===== config.mk =====
export PLATFORM = sky130hd
export DESIGN_NAME = pm_loss_monitor
export DESIGN_NICKNAME = d
export VERILOG_FILES = /design/src/rtl/pm_loss_pkg.sv /design/src/rtl/pm_sec_accum.sv /design/src/rtl/pm_ratio_cmp.sv /design/src/rtl/pm_deg_detect.sv /design/src/rtl/pm_avail_tracker.sv /design/src/rtl/pm_loss_monitor.sv
export SDC_FILE = /design/constraint.sdc
export NUM_CORES = 1
export LEC_CHECK = 0
export BUFFER_PORTS_ARGS = -buffer_cell sky130_fd_sc_hd__buf_2
export CAP_MARGIN = 30
export CORE_ASPECT_RATIO = 0.5
export CORE_MARGIN = 5
export CORE_UTILIZATION = 40
export CTS_CLUSTER_DIAMETER = 100
export CTS_CLUSTER_SIZE = 12
export DETAILED_ROUTE_END_ITERATION = 8
export PLACE_DENSITY = 0.68
export SKIP_LAST_GASP = 1
export SYNTH_ARGS = -nofsm -noshare
export SYNTH_HDL_FRONTEND = slang
export SYNTH_HIERARCHICAL = 1
export SYNTH_SLANG_ARGS = --single-unit

===== constraint.sdc =====
create_clock -name clk -period 22.3 [get_ports clk]
set_input_delay 3.345 -clock clk [delete_from_list [all_inputs] [get_ports clk]]
set_output_delay 3.345 -clock clk [all_outputs]
set_load 0.02 [all_outputs]

===== src/rtl/pm_loss_pkg.sv =====
package pm_loss_pkg;
    // fixed loss ratio, in percent, that marks a severely errored second
    localparam int unsigned SES_PCT = 15;

    typedef enum logic {
        ST_AVAIL   = 1'b0,
        ST_UNAVAIL = 1'b1
    } avail_st_e;
endpackage


===== src/rtl/pm_sec_accum.sv =====
module pm_sec_accum #(
    parameter int PKT_W = 16
) (
    input  logic             clk,
    input  logic             rst_n,
    input  logic             sec_tick,
    input  logic             pkt_rx,
    input  logic             pkt_lost,
    input  logic             pkt_rdi,
    output logic [PKT_W-1:0] sec_lost,
    output logic [PKT_W-1:0] sec_rx,
    output logic             sec_rdi
);
    typedef struct packed {
        logic [PKT_W-1:0] lost;
        logic [PKT_W-1:0] rx;
        logic             rdi;
    } acc_t;

    acc_t acc_d, acc_q;

    always_comb begin
        // totals include this cycle's events so a tick-cycle event is not lost
        sec_lost = (acc_q.lost == '1) ? acc_q.lost : acc_q.lost + PKT_W'(pkt_lost);
        sec_rx   = (acc_q.rx == '1)   ? acc_q.rx   : acc_q.rx + PKT_W'(pkt_rx);
        sec_rdi  = acc_q.rdi | (pkt_rx & pkt_rdi);
        if (sec_tick) begin
            acc_d = '0;
        end else begin
            acc_d.lost = sec_lost;
            acc_d.rx   = sec_rx;
            acc_d.rdi  = sec_rdi;
        end
    end

    always_ff @(posedge clk) begin
        if (!rst_n) acc_q <= '0;
        else        acc_q <= acc_d;
    end

    // a new second starts from an empty count
    a_r1_restart: assert property (@(posedge clk) disable iff (!rst_n)
        sec_tick |=> (acc_q.lost == '0 && acc_q.rx == '0 && !acc_q.rdi));
endmodule


===== src/rtl/pm_ratio_cmp.sv =====
module pm_ratio_cmp #(
    parameter int PKT_W = 16,
    parameter int PCT_W = 7
) (
    input  logic [PKT_W-1:0] lost,
    input  logic [PKT_W-1:0] rx,
    input  logic [PCT_W-1:0] pct,
    output logic             over
);
    localparam int PROD_W = PKT_W + 1 + PCT_W + 1;

    logic [PROD_W-1:0] lhs;
    logic [PROD_W-1:0] rhs;

    always_comb begin
        lhs  = PROD_W'(lost) * PROD_W'(100);
        rhs  = (PROD_W'(lost) + PROD_W'(rx)) * PROD_W'(pct);
        over = lhs > rhs;
    end
endmodule


===== src/rtl/pm_deg_detect.sv =====
module pm_deg_detect #(
    parameter int DEG_W = 4
) (
    input  logic             clk,
    input  logic             rst_n,
    input  logic             sec_tick,
    input  logic             over,
    input  logic [DEG_W-1:0] cfg_deg_secs,
    output logic             deg
);
    typedef struct packed {
        logic [DEG_W-1:0] run;
        logic             deg;
    } deg_t;

    deg_t s_d, s_q;

    always_comb begin
        s_d = s_q;
        if (sec_tick) begin
            if (over) s_d.run = (s_q.run == '1) ? s_q.run : s_q.run + 1'b1;
            else      s_d.run = '0;
            s_d.deg = over && (s_d.run >= cfg_deg_secs);
        end
    end

    always_ff @(posedge clk) begin
        if (!rst_n) s_q <= '0;
        else        s_q <= s_d;
    end

    assign deg = s_q.deg;

    // the defect moves only at a second boundary
    a_r2_deg_on_tick: assert property (@(posedge clk) disable iff (!rst_n)
        !sec_tick |=> $stable(s_q.deg));
endmodule


===== src/rtl/pm_avail_tracker.sv =====
module pm_avail_tracker
    import pm_loss_pkg::*;
#(
    parameter int CNT_W = 32,
    parameter int RUN_W = 5
) (
    input  logic             clk,
    input  logic             rst_n,
    input  logic             sec_tick,
    input  logic             es_sec,
    input  logic             ses_sec,
    input  logic [RUN_W-1:0] cfg_enter,
    input  logic [RUN_W-1:0] cfg_exit,
    output logic             unavail,
    output logic [CNT_W-1:0] es_count,
    output logic [CNT_W-1:0] ses_count,
    output logic [CNT_W-1:0] uas_count
);
    typedef struct packed {
        avail_st_e        st;
        logic [RUN_W-1:0] run;
        logic [RUN_W-1:0] shadow_es;
        logic [CNT_W-1:0] es;
        logic [CNT_W-1:0] ses;
        logic [CNT_W-1:0] uas;
    } trk_t;

    trk_t s_d, s_q;
    logic [RUN_W-1:0] run_inc;

    always_comb begin
        s_d     = s_q;
        run_inc = s_q.run + 1'b1;
        if (sec_tick) begin
            if (s_q.st == ST_AVAIL) begin
                if (ses_sec) begin
                    if (run_inc == cfg_enter) begin
                        // run confirmed: pending seconds become unavailable
                        s_d.st        = ST_UNAVAIL;
                        s_d.uas       = s_q.uas + CNT_W'(cfg_enter);
                        s_d.run       = '0;
                        s_d.shadow_es = '0;
                    end else begin
                        s_d.run       = run_inc;
                        s_d.shadow_es = s_q.shadow_es + 1'b1;
                    end
                end else begin
                    // run broken: commit the pending seconds
                    s_d.es        = s_q.es + CNT_W'(s_q.shadow_es) + CNT_W'(es_sec);
                    s_d.ses       = s_q.ses + CNT_W'(s_q.run);
                    s_d.run       = '0;
                    s_d.shadow_es = '0;
                end
            end else begin
                if (ses_sec) begin
                    s_d.uas       = s_q.uas + 1'b1;
                    s_d.run       = '0;
                    s_d.shadow_es = '0;
                end else if (run_inc == cfg_exit) begin
                    // clearing confirmed: take the clearing seconds back
                    s_d.st        = ST_AVAIL;
                    s_d.uas       = s_q.uas - (CNT_W'(cfg_exit) - 1'b1);
                    s_d.es        = s_q.es + CNT_W'(s_q.shadow_es) + CNT_W'(es_sec);
                    s_d.run       = '0;
                    s_d.shadow_es = '0;
                end else begin
                    s_d.uas       = s_q.uas + 1'b1;
                    s_d.run       = run_inc;
                    s_d.shadow_es = s_q.shadow_es + RUN_W'(es_sec);
                end
            end
        end
    end

    always_ff @(posedge clk) begin
        if (!rst_n) begin
            s_q    <= '0;
            s_q.st <= ST_AVAIL;
        end else begin
            s_q <= s_d;
        end
    end

    assign unavail   = (s_q.st == ST_UNAVAIL);
    assign es_count  = s_q.es;
    assign ses_count = s_q.ses;
    assign uas_count = s_q.uas;

    // entry only on a closing severely errored second
    a_r6_entry_on_ses: assert property (@(posedge clk) disable iff (!rst_n)
        $rose(unavail) |-> $past(sec_tick && ses_sec));
    // exit only on a closing second that is not severely errored
    a_r8_exit_on_clear: assert property (@(posedge clk) disable iff (!rst_n)
        $fell(unavail) |-> $past(sec_tick && !ses_sec));
    // no severe seconds are counted while unavailable
    a_r7_ses_frozen: assert property (@(posedge clk) disable iff (!rst_n)
        unavail |=> $stable(s_q.ses));
    // the errored count never goes backwards
    a_r3_es_monotonic: assert property (@(posedge clk) disable iff (!rst_n)
        s_q.es >= $past(s_q.es));
endmodule


===== src/rtl/pm_loss_monitor.sv =====
module pm_loss_monitor
    import pm_loss_pkg::*;
#(
    parameter int PKT_W = 16,
    parameter int CNT_W = 32,
    parameter int PCT_W = 7,
    parameter int DEG_W = 4,
    parameter int RUN_W = 5
) (
    input  logic             clk,
    input  logic             rst_n,
    input  logic             sec_tick,
    input  logic             pkt_rx,
    input  logic             pkt_lost,
    input  logic             pkt_rdi,
    input  logic             plos_in,
    input  logic [PCT_W-1:0] cfg_sd_pct,
    input  logic [DEG_W-1:0] cfg_deg_secs,
    input  logic [RUN_W-1:0] cfg_uas_enter,
    input  logic [RUN_W-1:0] cfg_uas_exit,
    output logic             deg_defect,
    output logic             unavail,
    output logic [CNT_W-1:0] es_count,
    output logic [CNT_W-1:0] ses_count,
    output logic [CNT_W-1:0] uas_count,
    output logic [CNT_W-1:0] fe_count
);
    logic [PKT_W-1:0] sec_lost;
    logic [PKT_W-1:0] sec_rx;
    logic             sec_rdi;
    logic             sd_over;
    logic             ses_over;
    logic             defect;
    logic             es_sec;
    logic             ses_sec;
    logic [CNT_W-1:0] fe_d, fe_q;

    pm_sec_accum #(.PKT_W(PKT_W)) accum_i (
        .clk(clk), .rst_n(rst_n), .sec_tick(sec_tick),
        .pkt_rx(pkt_rx), .pkt_lost(pkt_lost), .pkt_rdi(pkt_rdi),
        .sec_lost(sec_lost), .sec_rx(sec_rx), .sec_rdi(sec_rdi)
    );

    pm_ratio_cmp #(.PKT_W(PKT_W), .PCT_W(PCT_W)) sd_cmp_i (
        .lost(sec_lost), .rx(sec_rx), .pct(cfg_sd_pct), .over(sd_over)
    );

    pm_ratio_cmp #(.PKT_W(PKT_W), .PCT_W(PCT_W)) ses_cmp_i (
        .lost(sec_lost), .rx(sec_rx), .pct(PCT_W'(SES_PCT)), .over(ses_over)
    );

    pm_deg_detect #(.DEG_W(DEG_W)) deg_i (
        .clk(clk), .rst_n(rst_n), .sec_tick(sec_tick),
        .over(sd_over), .cfg_deg_secs(cfg_deg_secs), .deg(deg_defect)
    );

    always_comb begin
        // defect state as it stood while the second was running
        defect  = plos_in | deg_defect;
        es_sec  = (sec_lost != '0) | defect;
        ses_sec = ses_over | defect;
        fe_d    = fe_q + CNT_W'(sec_tick & sec_rdi);
    end

    pm_avail_tracker #(.CNT_W(CNT_W), .RUN_W(RUN_W)) trk_i (
        .clk(clk), .rst_n(rst_n), .sec_tick(sec_tick),
        .es_sec(es_sec), .ses_sec(ses_sec),
        .cfg_enter(cfg_uas_enter), .cfg_exit(cfg_uas_exit),
        .unavail(unavail), .es_count(es_count),
        .ses_count(ses_count), .uas_count(uas_count)
    );

    always_ff @(posedge clk) begin
        if (!rst_n) fe_q <= '0;
        else        fe_q <= fe_d;
    end

    assign fe_count = fe_q;

    // at most one far-end second per tick, none between ticks
    a_r10_fe_step: assert property (@(posedge clk) disable iff (!rst_n)
        (fe_q - $past(fe_q)) <= CNT_W'($past(sec_tick)));
    // counters hold zero right after reset
    a_r11_reset_zero: assert property (@(posedge clk)
        !rst_n |=> (fe_q == '0 && es_count == '0 && uas_count == '0));
endmodule


==> flow_summary_export.csv <==
group,metric,value,unit
status,status,"complete, no violations",
cells_and_area,final_nets,3843,
yosys,ys_ff_latch,177,
yosys,avgSynthCellArea,8.13,um^2
timing,drv_slew,0,
global_route,grt_max_degree,80,
routing,via_count,22900,
cts,cts.sink_count,177,
routing,drt_pass1_iterations,5,
routing,wl_met3,2800,um
place,post_dp_cell_area,27600,um^2
yosys,synth_edf_count,0,
global_route,grt_pass1_vias,22200,
min_path,min_path_type,"register to register",
cells_and_area,final_layout_size_suffix_gt1_share,8.97,%
yosys,synthCells,3245,
routing,remaining_drc_errors,0,
global_route,antenna_found_initial,2,
cts,cts_buffers,17,
floorplan,fp-row-count,66,
cells_and_area,area_growth,6.78,%
floorplan,initial_core_util,40.5,%
yosys,ys_types,117,
cells_and_area,postLayoutCellArea,28200,um^2
timing,setup_viol,0,
routing,maxUsedRoutingLayer,"met4",
cts,ctsHtreeMaxLevel,4,
floorplan,die_h,192,um
cts,hold_buffers,0,
yosys,synth-async-reset-ratio,0,%
yosys,synth-warning-count,6,
power_and_ir_drop,power_density,30.9,nW/um^2
yosys,netlist_area,26400,um^2
routing,met2_length,32700,um
global_route,grt_overflow,0,
cells_and_area,final_cell_mix,"330 x inv_1, 328 x ha_1, 234 x nand2_1, 197 x a21oi_1, 192 x nor2_1",
worst_setup_path,cp.arrival,14.89,ns
flow_run,drv_cap,0,
timing,hold_viol_final,0,
yosys,synth_ff_type,"dfxtp_1",
timing,fmax,68.9,MHz
worst_setup_path,cpMostUsedCell,"ha_1",
worst_setup_path,cp.required,22.68,ns
routing,drtIter0Drc,1463,
cells_and_area,final_util,43.3,%
power_and_ir_drop,p_leak,13.6,nW
worst_setup_path,cp_max_fo,11,
timing,maxSlewHeadroom,36.8,%
timing,post-route-period-util,65.1,%
cells_and_area,layout_commonest_cell,"inv_1",
routing,post_drt_wl_per_cell,16.0,um
timing,tightest_slew,0.939,ns
power_and_ir_drop,ir_worst_vdd,0.0509,mV
timing,finalClockSkew,0.0218,ns
worst_setup_path,crit_path_start_kind,"input port",
routing,wl_met1,30200,um
floorplan,ios,158,
place,hpwl,53800,um
worst_setup_path,worstSetupEndpointType,"register",
global_route,grt_pass1_wl,111000,um
floorplan,dieArea,71500,um^2
cts,root_buffer,"clkbuf_16",
timing,rsz0062_at_grt,"false",
cts,postCtsSetupRepairBufs,0,
place,portBuffers,157,
cts,cts_tree,"yes",
timing,tns,0,ns
worst_setup_path,slowest_stage,"nor2_1",
worst_setup_path,path_class,"input port to register",
routing,ant_nets,0,
cts,clk_pin_slew_worst_paths,0.08,ns
floorplan,die_w,373,um
routing,wl,67300,um
floorplan,design.core.area,65200,um^2
yosys,ys_seq_area_share,13.4,%
cts,post_cts_resized,0,
worst_setup_path,max_stage_delay,0.70,ns
timing,layout_min_cycle_time,14.52,ns
routing,vias_per_cell,5.43,
cts,clk_latency,0.47,ns
place,gp_congestion,0.911,
cts,cts.path.max_buffers,2,
global_route,grt_use_total,18.4,%
-- where the power goes --
group          switching, mW  internal, mW
Sequential           0.00698         0.320
Clock                  0.166         0.155
Combinational          0.136        0.0854
Total                  0.309         0.561
-- critical path: cells and delay by family --
family | cells | cell delay [ns]
XOR/XNOR | 2 | 0.59
buffers and inverters | 4 | 0.38
adder cells (fa/ha/maj) | 9 | 3.38
AND/OR/NAND/NOR | 17 | 5.06
AO/OA/AOI/OAI | 10 | 2.12
-- layout make-up --
| cell class | instances | area (um^2) |
|---|---|---|
| diodes | 3 | 7.51 |
| clock buffers | 17 | 425 |
| clock inverters | 15 | 203 |
| fillers | 6444 | 37000 |
| inverters | 331 | 1240 |
| multi-input cells | 2606 | 20700 |
| flip-flops and latches | 177 | 3540 |
| well taps | 884 | 1110 |
| repair buffers | 177 | 943 |
-- registers in the layout (all words and copies together), names as in the netlist --
name	flops
fe_count	32
trk_i/es_count	32
deg_i/deg	1
trk_i/unavail	1
deg_i/s_q	4
trk_i/ses_count	32
accum_i/acc_q	33
trk_i/uas_count	32
trk_i/s_q	10
-- cells by family (layout without fill, tap and decap cells) --
family,Yosys count,in the layout,share of synthesized area (%)
fa+ha+maj,505,505,29.0
simple gates,1118,1118,22.9
flops,177,177,13.4
other cells,2,59,0.0285
mux,18,18,0.697
xor+xnor,218,218,7.61
buf+inv,516,540,8.91
compound gates,691,691,17.4
-- metal layers --
metal,GRT usage (%),up-vias
li1,-,11300
met5,0,-
met3,1.87,96
met2,32.8,470
met1,23.8,11000
met4,5.50,0
-- path summary, 6_finish.rpt --
kind                         endpoint  slack, ns  cells after the start               from
setup / recovery  trk_i/ses_count[31]       7.78                     42           pkt_lost
hold / removal      trk_i/es_count[2]       0.49                      2  trk_i/es_count[2]
setup reg to reg  trk_i/ses_count[31]       9.83                     40  accum_i/acc_q[24]
hold reg to reg     trk_i/es_count[2]       0.49                      2  trk_i/es_count[2]
-- synthesized netlist by cell type (15+ instances only) --
master	n	share of area (%)
a21oi_1	197	3.7
or3_1	37	0.88
and4_1	17	0.56
fa_1	177	13
nor3b_1	18	0.51
a21o_1	67	1.9
o31ai_1	24	0.68
xnor2_1	114	3.8
o21a_1	27	0.77
a31oi_1	19	0.45
nor4_1	16	0.38
clkbuf_1	67	0.95
nand2_1	234	3.3
inv_1	330	4.7
xor2_1	96	3.2
a211oi_1	22	0.63
nand3_1	100	1.9
buf_4	99	2.8
nand2b_1	43	1.0
nand4_1	50	1.2
mux2i_1	15	0.57
and2_1	164	3.9
ha_1	328	16
o21ai_1	24	0.46
o21bai_1	16	0.46
or4_1	26	0.74
dfxtp_1	177	13
nor2_1	193	2.7
and3_1	47	1.1
nor2b_1	56	1.3
nor3_1	55	1.0
o21ai_0	125	2.4
o211ai_1	19	0.54
-- stage by stage --
step	setup WS [ns]	std cells	hold WS, ns	total power [mW]
final	7.78	4210	0.488	0.870
after global routing	7.00	4209	0.509	0.921
after CTS	7.92	4207	0.492	0.877
after detailed placement	7.51	4175	0.468	0.553
after global placement	7.78	4174	0.464	0.549
after floorplan	9.39	3299	0.450	0.493
Power figures use the tool's default switching activity.
